File: src/rtl/intr_seq_pkg.sv
package intr_seq_pkg;

    typedef enum logic [2:0] {
        ST_RUN,
        ST_PUSH_PC,
        ST_PUSH_CC,
        ST_VEC_RD,
        ST_VEC_LD,
        ST_POP_CC,
        ST_POP_PC,
        ST_POP_LD
    } seq_state_e;

    typedef enum logic [1:0] {
        SP_KEEP,
        SP_UP,
        SP_DOWN
    } sp_op_e;

endpackage

File: src/rtl/intr_seq_req.sv
module intr_seq_req #(
    parameter int VEC_W = 8
) (
    input  logic             clk,
    input  logic             rst_n,
    input  logic             run,
    input  logic             insn_done,
    input  logic             ret_cmd,
    input  logic             dev_ready,
    input  logic             dev_ien,
    input  logic [VEC_W-1:0] dev_vector,
    output logic             take,
    output logic             retn,
    output logic             core_ld,
    output logic [VEC_W-1:0] vec_q
);

    logic boundary;
    logic dev_req;

    // Sampling happens only at a boundary while the core runs normally.
    assign boundary = run & insn_done;
    assign dev_req  = dev_ready & dev_ien;

    // A return outranks a request at the same boundary.
    assign retn     = boundary & ret_cmd;
    assign take     = boundary & ~ret_cmd & dev_req;
    assign core_ld  = boundary & ~ret_cmd;

    // The vector is held for the table read.
    always_ff @(posedge clk) begin
        if (!rst_n) begin
            vec_q <= '0;
        end else if (take) begin
            vec_q <= dev_vector;
        end
    end

endmodule

File: src/rtl/intr_seq_regs.sv
module intr_seq_regs
    import intr_seq_pkg::*;
#(
    parameter int          AW      = 16,
    parameter int          DW      = 16,
    parameter int          CC_W    = 3,
    parameter logic [AW-1:0] PC_INIT = 16'h3000,
    parameter logic [AW-1:0] SP_INIT = 16'h02FF,
    parameter logic [CC_W-1:0] CC_INIT = 3'b010
) (
    input  logic            clk,
    input  logic            rst_n,
    input  logic            core_ld,
    input  logic [AW-1:0]   pc_in,
    input  logic [CC_W-1:0] cc_in,
    input  logic            pc_ld_mem,
    input  logic            cc_ld_mem,
    input  logic [DW-1:0]   mem_rdata,
    input  sp_op_e          sp_op,
    output logic [AW-1:0]   pc_q,
    output logic [CC_W-1:0] cc_q,
    output logic [AW-1:0]   sp_q
);

    localparam logic [AW-1:0] ONE = AW'(1);

    always_ff @(posedge clk) begin
        if (!rst_n) begin
            pc_q <= PC_INIT;
        end else if (pc_ld_mem) begin
            pc_q <= mem_rdata[AW-1:0];
        end else if (core_ld) begin
            pc_q <= pc_in;
        end
    end

    always_ff @(posedge clk) begin
        if (!rst_n) begin
            cc_q <= CC_INIT;
        end else if (cc_ld_mem) begin
            cc_q <= mem_rdata[CC_W-1:0];
        end else if (core_ld) begin
            cc_q <= cc_in;
        end
    end

    always_ff @(posedge clk) begin
        if (!rst_n) begin
            sp_q <= SP_INIT;
        end else begin
            unique case (sp_op)
                SP_UP:   sp_q <= sp_q + ONE;
                SP_DOWN: sp_q <= sp_q - ONE;
                default: sp_q <= sp_q;
            endcase
        end
    end

endmodule

File: src/rtl/intr_seq_fsm.sv
module intr_seq_fsm
    import intr_seq_pkg::*;
#(
    parameter int            AW       = 16,
    parameter int            DW       = 16,
    parameter int            CC_W     = 3,
    parameter int            VEC_W    = 8,
    parameter logic [AW-1:0] VEC_BASE = 16'h0100
) (
    input  logic             clk,
    input  logic             rst_n,
    input  logic             take,
    input  logic             retn,
    input  logic [AW-1:0]    pc_q,
    input  logic [CC_W-1:0]  cc_q,
    input  logic [AW-1:0]    sp_q,
    input  logic [VEC_W-1:0] vec_q,
    output logic             run,
    output logic             mem_en,
    output logic             mem_we,
    output logic [AW-1:0]    mem_addr,
    output logic [DW-1:0]    mem_wdata,
    output sp_op_e           sp_op,
    output logic             pc_ld_mem,
    output logic             cc_ld_mem
);

    localparam logic [AW-1:0] ONE = AW'(1);

    seq_state_e state_q;
    seq_state_e state_d;
    logic [AW-1:0] push_addr;
    logic [AW-1:0] tbl_addr;

    assign push_addr = sp_q + ONE;
    assign tbl_addr  = VEC_BASE + AW'(vec_q);

    // State register
    always_ff @(posedge clk) begin
        if (!rst_n) begin
            state_q <= ST_RUN;
        end else begin
            state_q <= state_d;
        end
    end

    // Next state
    always_comb begin
        state_d = state_q;
        unique case (state_q)
            ST_RUN: begin
                if (retn) begin
                    state_d = ST_POP_CC;
                end else if (take) begin
                    state_d = ST_PUSH_PC;
                end
            end
            ST_PUSH_PC: state_d = ST_PUSH_CC;
            ST_PUSH_CC: state_d = ST_VEC_RD;
            ST_VEC_RD:  state_d = ST_VEC_LD;
            ST_VEC_LD:  state_d = ST_RUN;
            ST_POP_CC:  state_d = ST_POP_PC;
            ST_POP_PC:  state_d = ST_POP_LD;
            ST_POP_LD:  state_d = ST_RUN;
            default:    state_d = ST_RUN;
        endcase
    end

    // Outputs
    always_comb begin
        run       = 1'b0;
        mem_en    = 1'b0;
        mem_we    = 1'b0;
        mem_addr  = '0;
        mem_wdata = '0;
        sp_op     = SP_KEEP;
        pc_ld_mem = 1'b0;
        cc_ld_mem = 1'b0;
        unique case (state_q)
            ST_RUN: begin
                run = 1'b1;
            end
            ST_PUSH_PC: begin
                mem_en    = 1'b1;
                mem_we    = 1'b1;
                mem_addr  = push_addr;
                mem_wdata = DW'(pc_q);
                sp_op     = SP_UP;
            end
            ST_PUSH_CC: begin
                mem_en    = 1'b1;
                mem_we    = 1'b1;
                mem_addr  = push_addr;
                mem_wdata = DW'(cc_q);
                sp_op     = SP_UP;
            end
            ST_VEC_RD: begin
                mem_en   = 1'b1;
                mem_addr = tbl_addr;
            end
            ST_VEC_LD: begin
                pc_ld_mem = 1'b1;
            end
            ST_POP_CC: begin
                mem_en   = 1'b1;
                mem_addr = sp_q;
                sp_op    = SP_DOWN;
            end
            ST_POP_PC: begin
                mem_en    = 1'b1;
                mem_addr  = sp_q;
                sp_op     = SP_DOWN;
                cc_ld_mem = 1'b1;
            end
            ST_POP_LD: begin
                pc_ld_mem = 1'b1;
            end
            default: begin
                run = 1'b0;
            end
        endcase
    end

endmodule

File: src/rtl/intr_seq_top.sv
module intr_seq_top
    import intr_seq_pkg::*;
#(
    parameter int              AW       = 16,
    parameter int              DW       = 16,
    parameter int              CC_W     = 3,
    parameter int              VEC_W    = 8,
    parameter logic [AW-1:0]   VEC_BASE = 16'h0100,
    parameter logic [AW-1:0]   PC_INIT  = 16'h3000,
    parameter logic [AW-1:0]   SP_INIT  = 16'h02FF,
    parameter logic [CC_W-1:0] CC_INIT  = 3'b010
) (
    input  logic             clk,
    input  logic             rst_n,
    input  logic             insn_done,
    input  logic             ret_cmd,
    input  logic [AW-1:0]    pc_in,
    input  logic [CC_W-1:0]  cc_in,
    input  logic             dev_ready,
    input  logic             dev_ien,
    input  logic [VEC_W-1:0] dev_vector,
    output logic             fetch_en,
    output logic [AW-1:0]    pc_out,
    output logic [CC_W-1:0]  cc_out,
    output logic [AW-1:0]    sp_out,
    output logic             mem_en,
    output logic             mem_we,
    output logic [AW-1:0]    mem_addr,
    output logic [DW-1:0]    mem_wdata,
    input  logic [DW-1:0]    mem_rdata
);

    logic             run;
    logic             take;
    logic             retn;
    logic             core_ld;
    logic [VEC_W-1:0] vec_q;
    logic             pc_ld_mem;
    logic             cc_ld_mem;
    sp_op_e           sp_op;

    intr_seq_req #(
        .VEC_W (VEC_W)
    ) u_req (
        .clk        (clk),
        .rst_n      (rst_n),
        .run        (run),
        .insn_done  (insn_done),
        .ret_cmd    (ret_cmd),
        .dev_ready  (dev_ready),
        .dev_ien    (dev_ien),
        .dev_vector (dev_vector),
        .take       (take),
        .retn       (retn),
        .core_ld    (core_ld),
        .vec_q      (vec_q)
    );

    intr_seq_fsm #(
        .AW       (AW),
        .DW       (DW),
        .CC_W     (CC_W),
        .VEC_W    (VEC_W),
        .VEC_BASE (VEC_BASE)
    ) u_fsm (
        .clk       (clk),
        .rst_n     (rst_n),
        .take      (take),
        .retn      (retn),
        .pc_q      (pc_out),
        .cc_q      (cc_out),
        .sp_q      (sp_out),
        .vec_q     (vec_q),
        .run       (run),
        .mem_en    (mem_en),
        .mem_we    (mem_we),
        .mem_addr  (mem_addr),
        .mem_wdata (mem_wdata),
        .sp_op     (sp_op),
        .pc_ld_mem (pc_ld_mem),
        .cc_ld_mem (cc_ld_mem)
    );

    intr_seq_regs #(
        .AW      (AW),
        .DW      (DW),
        .CC_W    (CC_W),
        .PC_INIT (PC_INIT),
        .SP_INIT (SP_INIT),
        .CC_INIT (CC_INIT)
    ) u_regs (
        .clk       (clk),
        .rst_n     (rst_n),
        .core_ld   (core_ld),
        .pc_in     (pc_in),
        .cc_in     (cc_in),
        .pc_ld_mem (pc_ld_mem),
        .cc_ld_mem (cc_ld_mem),
        .mem_rdata (mem_rdata),
        .sp_op     (sp_op),
        .pc_q      (pc_out),
        .cc_q      (cc_out),
        .sp_q      (sp_out)
    );

    assign fetch_en = run;

endmodule

File: config.mk
export PLATFORM = sky130hd
export DESIGN_NAME = intr_seq_top
export DESIGN_NICKNAME = d
export VERILOG_FILES = /design/src/rtl/intr_seq_pkg.sv /design/src/rtl/intr_seq_req.sv /design/src/rtl/intr_seq_regs.sv /design/src/rtl/intr_seq_fsm.sv /design/src/rtl/intr_seq_top.sv
export SDC_FILE = /design/constraint.sdc
export NUM_CORES = 1
export LEC_CHECK = 0
export ABC_AREA = 1
export BUFFER_PORTS_ARGS = -buffer_cell sky130_fd_sc_hd__clkbuf_2
export CAP_MARGIN = 10
export CORE_MARGIN = 8
export CORE_UTILIZATION = 53
export DETAILED_ROUTE_END_ITERATION = 10
export GPL_ROUTABILITY_DRIVEN = 0
export PLACE_DENSITY = 0.82
export SLEW_MARGIN = 20
export SYNTH_ARGS = -nofsm -noshare
export SYNTH_HDL_FRONTEND = slang
export SYNTH_HIERARCHICAL = 1
export SYNTH_SLANG_ARGS = --single-unit
File: constraint.sdc
create_clock -name clk -period 3.1 [get_ports clk]
set_clock_uncertainty 0.2 [all_clocks]
set_input_delay 0.465 -clock clk [delete_from_list [all_inputs] [get_ports clk]]
set_output_delay 0.465 -clock clk [all_outputs]
set_load 0.05 [all_outputs]
Word-level counts from Yosys, hierarchy flattened
Index checks and enable logic that the tools add are counted.
Storage, ports and cells
  bits in registers: 46
  bits in latches: 0
  memory bits (writable): 0
  ROM bits: 0
  bits of input ports: 49
  output and inout bits: 70
  logic and storage cells: 48
  memories: 0
Cells by class
  add/sub/neg operators: 3
  multipliers: 0
  div/mod/pow operators: 0
  $lt $le $gt $ge: 0
  equal/unequal tests: 10
  shift-type cells: 0
  muxes and demuxes: 16
  bitwise gates (word level): 6
  reductions and logical operators: 8
Operators by type and width (number)
  $pmux W16 S2: 2
  $pmux W16 S3: 1
  $mux W16: 2
  $pmux W3 S7: 1
  $add A16 B1 Y16 const B: 1
  $sub A16 B1 Y16 const B: 1
  $eq A3 B3 Y1 const B: 4
  $mux W3: 4
  $add A9 B8 Y10 const A: 1
  $eq A3 B2 Y1 const B: 2
  $reduce_bool A2 Y1: 3
  $reduce_or A2 Y1: 3
  $and A1 B1 Y1: 5
  $mux W1: 5
  $reduce_or A5 Y1: 1
  $pmux W2 S2: 1
  $eq A3 B1 Y1 const B: 1
  $logic_not A3 Y1: 1
  $ne A3 B3 Y1 const B: 1
  $eq A2 B1 Y1 const B: 1
  $eq A2 B2 Y1 const B: 1
  $not A1 Y1: 1

Logic depth before layout (Yosys ltp)
  depth in word-level cells: 8
  mapped depth: 24
  mapped depth without buffers: 22

Modules after synthesis
Netlist, hierarchy kept.
By module, submodules not included
  intr_seq_regs: instances 1, cells each 434, area each 2558.7 um^2, sequential area each 700.7 um^2
  intr_seq_fsm: instances 1, cells each 195, area each 953.4 um^2, sequential area each 60.1 um^2
  intr_seq_req: instances 1, cells each 58, area each 391.6 um^2, sequential area each 160.2 um^2

Worst setup path before layout
Ideal clock, no wire load.
  path type: flip-flop to flip-flop
  from: register u_fsm.state_q[2]
  to: register u_regs.pc_q[15]
  library setup time: 0.110 ns
  arrival time: 3.061 ns
  required time: 2.790 ns
  setup slack: -0.271 ns
  stages on the path, launching flop included: 12
  path buffers: 3
  clock period less this slack: 3.371 ns
  cell sequence: dfxtp_1 nor3_1 nand2_2 nor2_4 buf_6 clkbuf_1 nor2_1 buf_2 nand2_1 nand3_1 nand2_1 inv_1
On the way
  word-level cells in the longest chain between the ends: 5
  elaborated cells on any way between the ends: 10
Ends and longest elaborated chain
  start, declared: line intr_seq_fsm.sv:30  | seq_state_e state_q;
  start signal, assigned: line intr_seq_fsm.sv:43  | state_q <= state_d;
  $logic_not A3 Y1: line intr_seq_fsm.sv:79  | unique case (state_q)
  $mux W1: line intr_seq_fsm.sv:79
  via fetch_en: line intr_seq_top.sv:22  | output logic fetch_en,
  $and A1 B1 Y1: line intr_seq_req.sv:22  | assign boundary = run & insn_done;
  $and A1 B1 Y1: line intr_seq_req.sv:28  | assign core_ld = boundary & ~ret_cmd;
  via core_ld: line intr_seq_top.sv:36  | logic core_ld;
  $reduce_bool A2 Y1 (no line)
  end signal, assigned: line intr_seq_regs.sv:31  | pc_q <= mem_rdata[AW-1:0];
  end signal, assigned: line intr_seq_regs.sv:33  | pc_q <= pc_in;
  end, declared: line intr_seq_regs.sv:20  | output logic [AW-1:0] pc_q,
The timed path passes the listed nets, and every way through them passes these cells.
A chain may end at the register's enable or synchronous reset.

Final worst setup path
  from: register u_regs.sp_q[0]
  to: output mem_addr[10]
On the way
  word-level cells in the longest chain between the ends: 2
Ends and longest elaborated chain
  start, declared: line intr_seq_regs.sv:22  | output logic [AW-1:0] sp_q
  start signal, assigned: line intr_seq_regs.sv:52  | SP_UP: sp_q <= sp_q + ONE;
  start signal, assigned: line intr_seq_regs.sv:53  | SP_DOWN: sp_q <= sp_q - ONE;
  start signal, assigned: line intr_seq_regs.sv:54  | default: sp_q <= sp_q;
  $add A16 B1 Y16: line intr_seq_fsm.sv:35  | assign push_addr = sp_q + ONE;
  $pmux W16 S3: line intr_seq_fsm.sv:79
  end, declared: line intr_seq_top.sv:28  | output logic [AW-1:0] mem_addr,
No other way between the ends.

==> metrics.md <==
| Metric | Value |
|---|---|
| Endpoint class of the critical path | output pin |
| Flip-flop and latch count after synthesis | 46 |
| Gate Count Post-Synth | 687 |
| Chip Height | 101.8 um |
| DRC errors left | 0 |
| Hold-fix buffers at CTS | 0 |
| ANT nets after route | 0 |
| TritonCTS Buffers | 5 |
| Count of synthesis-stage warnings from yosys | 6 |
| Clock Sinks | 46 |
| Placed Cells incl. Taps | 890 |
| Worst EP arrival | 2.28 ns |
| Sequential cell area | 920.9 um2 |
| Vias/cell | 5.168 |
| Number of gates given a new drive strength after cts | 0 |
| Floorplan die area | 0.01037 mm2 |
| Maximum fanout along the worst path | 11 |
| Worst Tran Pin Value | 1.028 ns |
| Crit path required time | 2.43 ns |
| Post-synth EDFFs | 0 |
| Synth Net Count | 740 |
| Pin count of the biggest net entering global routing | 34 |
| Final Core Density | 64.43% |
| Setup bufs post-CTS | 0 |
| Clock-pin transition on the worst setup and hold timing paths | 0.09 ns |
| Vias in the first global route | 4407 |
| Final period utilization | 94.96% |
| Core region area | 0.007176 mm2 |
| Worst slew margin relative to its limit | 31.22% |
| Final-report max-slew violation count | 0 |
| Fraction of power spent switching nets | 62.51% |
| Fmax | 339.7 MHz |
| Initial antenna violation count | 0 |
| Top cell types by occurrence after synthesis | nand2_1 (206), inv_1 (113), nand3_1 (87) |
| Areal power density over the cells | 995.5 mW/mm2 |
| Maximum capacitance violations | 0 |
| Setup slack of the critical path after layout | 0.1562 ns |
| Endpoints failing setup | 0 |
| Number of fill cells in the layout | 694 |
| Average routed wire per standard cell | 13.09 um |
| Path type of the worst min-delay path | input port to flip-flop |
| Total global routing overflow | 0 |
| Kind of start point of the critical path | flip-flop |
| Sum of negative setup slack | 0 ns |
| Reported net switching power | 2877 uW |
| Share of total power in the clock network | 7.8% |
| Number of vias in the routed layout | 4636 |
| Total internal power | 1726 uW |
| Total power of the final layout | 4603 uW |
| Number of distinct library cells after synthesis | 37 |
| Placement row count | 31 |
| Worst-Skew Late Latency | 0.30 ns |
| Net count reported at finish | 851 |
| Routed wire length | 11740 um |
| Global-route usage over all layers | 22.83% |
| TritonCTS clock tree | done |
| Cell with the largest stage delay on the worst path | dfxtp_1 |
| Stage delay of the slowest cell on the critical path | 0.55 ns |
| Chip width | 101.8 um |
| Deepest clock path buffer count | 2 |
| Fraction of post-synthesis cell area in the top cell type by area | 23.59% |
| Worst setup path category | flip-flop to output pin |
| Static Leakage | 0.002660 uW |
| Part of the power in registers | 20.8% |
| Number of iterations in the first detailed-routing pass | 5 |
| Detail Placement HPWL | 9148 um |
| Maximum level of the CTS H-tree | 2 |
| Dominant register cell in the synthesized netlist | dfxtp_1 |
| Time the worst path needs with I/O delays and setup | 2.944 ns |
| Share of layout cells above drive strength 1 | 23.18% |
| Synthesis-to-layout area growth | 18.43% |
| Area of the multi-input gates | 0.002382 mm2 |
| CP delay by family, top | simple AND/OR/NAND/NOR gates |
| Outcome | completed |
| Synthesized cell area | 0.003904 mm2 |
| Ordered cell list for the critical path | ha_1, nand3_1, nor2_1, nand2_1, nand2_1, nand3_1, o21ai_0, clkbuf_2 |
| Combinational group share of total power | 71.4% |
| VDD IR-drop max | 0.5328 mV |
| Area contributors post-synth | dfxtp_1 (24%), nand2_1 (20%), nand3_1 (11%) |
| Fin. Hold Viols | 0 |
| Sequential-to-total area share from yosys stat | 23.59% |
| PortBufs | 118 |
| Finished Layout Cells | 897 |
| Unrepaired setup endpoints after global routing | false |
| Number of inserted diodes | 0 |
| Buf+Inv Stages, Crit Path | 1 |
| I/O pin total | 119 |
| Synth async-reset ratio | 0% |
| Most numerous cell in the Yosys netlist | nand2_1 |
| Most area-hungry cell type in the Yosys netlist | dfxtp_1 |
| Root buffer cell | clkbuf_8 |
| Number of violations reported at the end of detailed-routing iteration 0 | 273 |
| Initial cell density of the core | 54.40% |
| Average footprint of a synthesized cell | 5.682 um2 |
| Post-Place Setup Slack | 0.1980 ns |
| Wire length of the first global-routing pass | 19670 um |
[worst min-delay path, stage by stage]
cell      delay [ns]
clkbuf_2        0.08
a21oi_1         0.05
nand3_1         0.05
[state kept, by name (all words and copies together) (netlist names)]
| signal | count |
|---|---|
| u_req/vec_q | 8 |
| u_regs/cc_q | 3 |
| u_fsm/state_q | 3 |
| u_regs/pc_q | 16 |
| u_regs/sp_q | 16 |
[per-layer routing]
layer	wire, um	vias to the layer above	GRT usage, %	share of wire [%]
li1	-	2363	-	-
met1	4938	2063	26.42	42
met2	5684	190	41.80	48
met3	973	20	3.406	8.3
met4	148	0	7.449	1.3
met5	0	-	0	0
[final cells by class]
cell class / instances / share of cell area (%)
clock inverter: 2 / 0.2165
sequential: 46 / 19.92
inverter: 120 / 9.851
clock buffer: 5 / 1.488
timing repair buffer: 127 / 14.32
multi-input combinational: 498 / 51.53
tap: 99 / 2.679
[power by group through the flow]
stage	logic (uW)	clock network [uW]	registers (uW)
after CTS	3270	368	952
final	3290	359	956
after global placement	3210	0	959
after global routing	3600	392	985
after floorplan	2220	0	1310
after detailed placement	3260	0	965
[stage by stage]
stage,cell area [um2],hold slack [ns]
floorplan,3909,0.2519
global placement,4534,0.2723
detailed placement,4534,0.2833
CTS,4613,0.1735
global route,4623,0.1845
finish,4623,0.1776
[cell usage in the layout (no fill, tap or decap), types with 3 or more instances in the layout]
cell      instances
nand3_1          87
nand2_1         206
o211ai_1          8
dfxtp_1          46
a21oi_1          36
inv_1           113
nand2_4           6
clkbuf_8          5
nand2_2          22
a22oi_1           6
inv_2             5
o21bai_1          4
nor2_1           72
nor2_2            4
ha_1              3
o21ai_0          13
nor3_1            5
nand4_1           6
nor2_4            3
clkbuf_2        118
buf_4             8
[final timing paths]
kind	start	endpoint	slack [ns]	cells after the start
hold reg to reg	u_req/vec_q[4]	u_req/vec_q[4]	0.30	2
hold / removal	mem_rdata[12]	u_regs/pc_q[12]	0.18	3
setup reg to reg	u_fsm/state_q[1]	u_regs/sp_q[14]	0.24	19
setup / recovery	u_regs/sp_q[0]	mem_addr[10]	0.16	8
[logic make-up (layout without fill, tap and decap cells)]
logic type / count (synthesis) / in the layout / synth area share [%]
xor gates and xnor gates: 3 / 3 / 0.6732
and+or+nand+nor: 416 / 416 / 47.28
adders and majority gates: 4 / 4 / 1.282
DFF: 46 / 46 / 23.59
AOI/OAI and AO/OA: 75 / 75 / 11.51
buffers and inverters: 143 / 254 / 15.67
No activity file was read; power rests on OpenSTA's default activity.
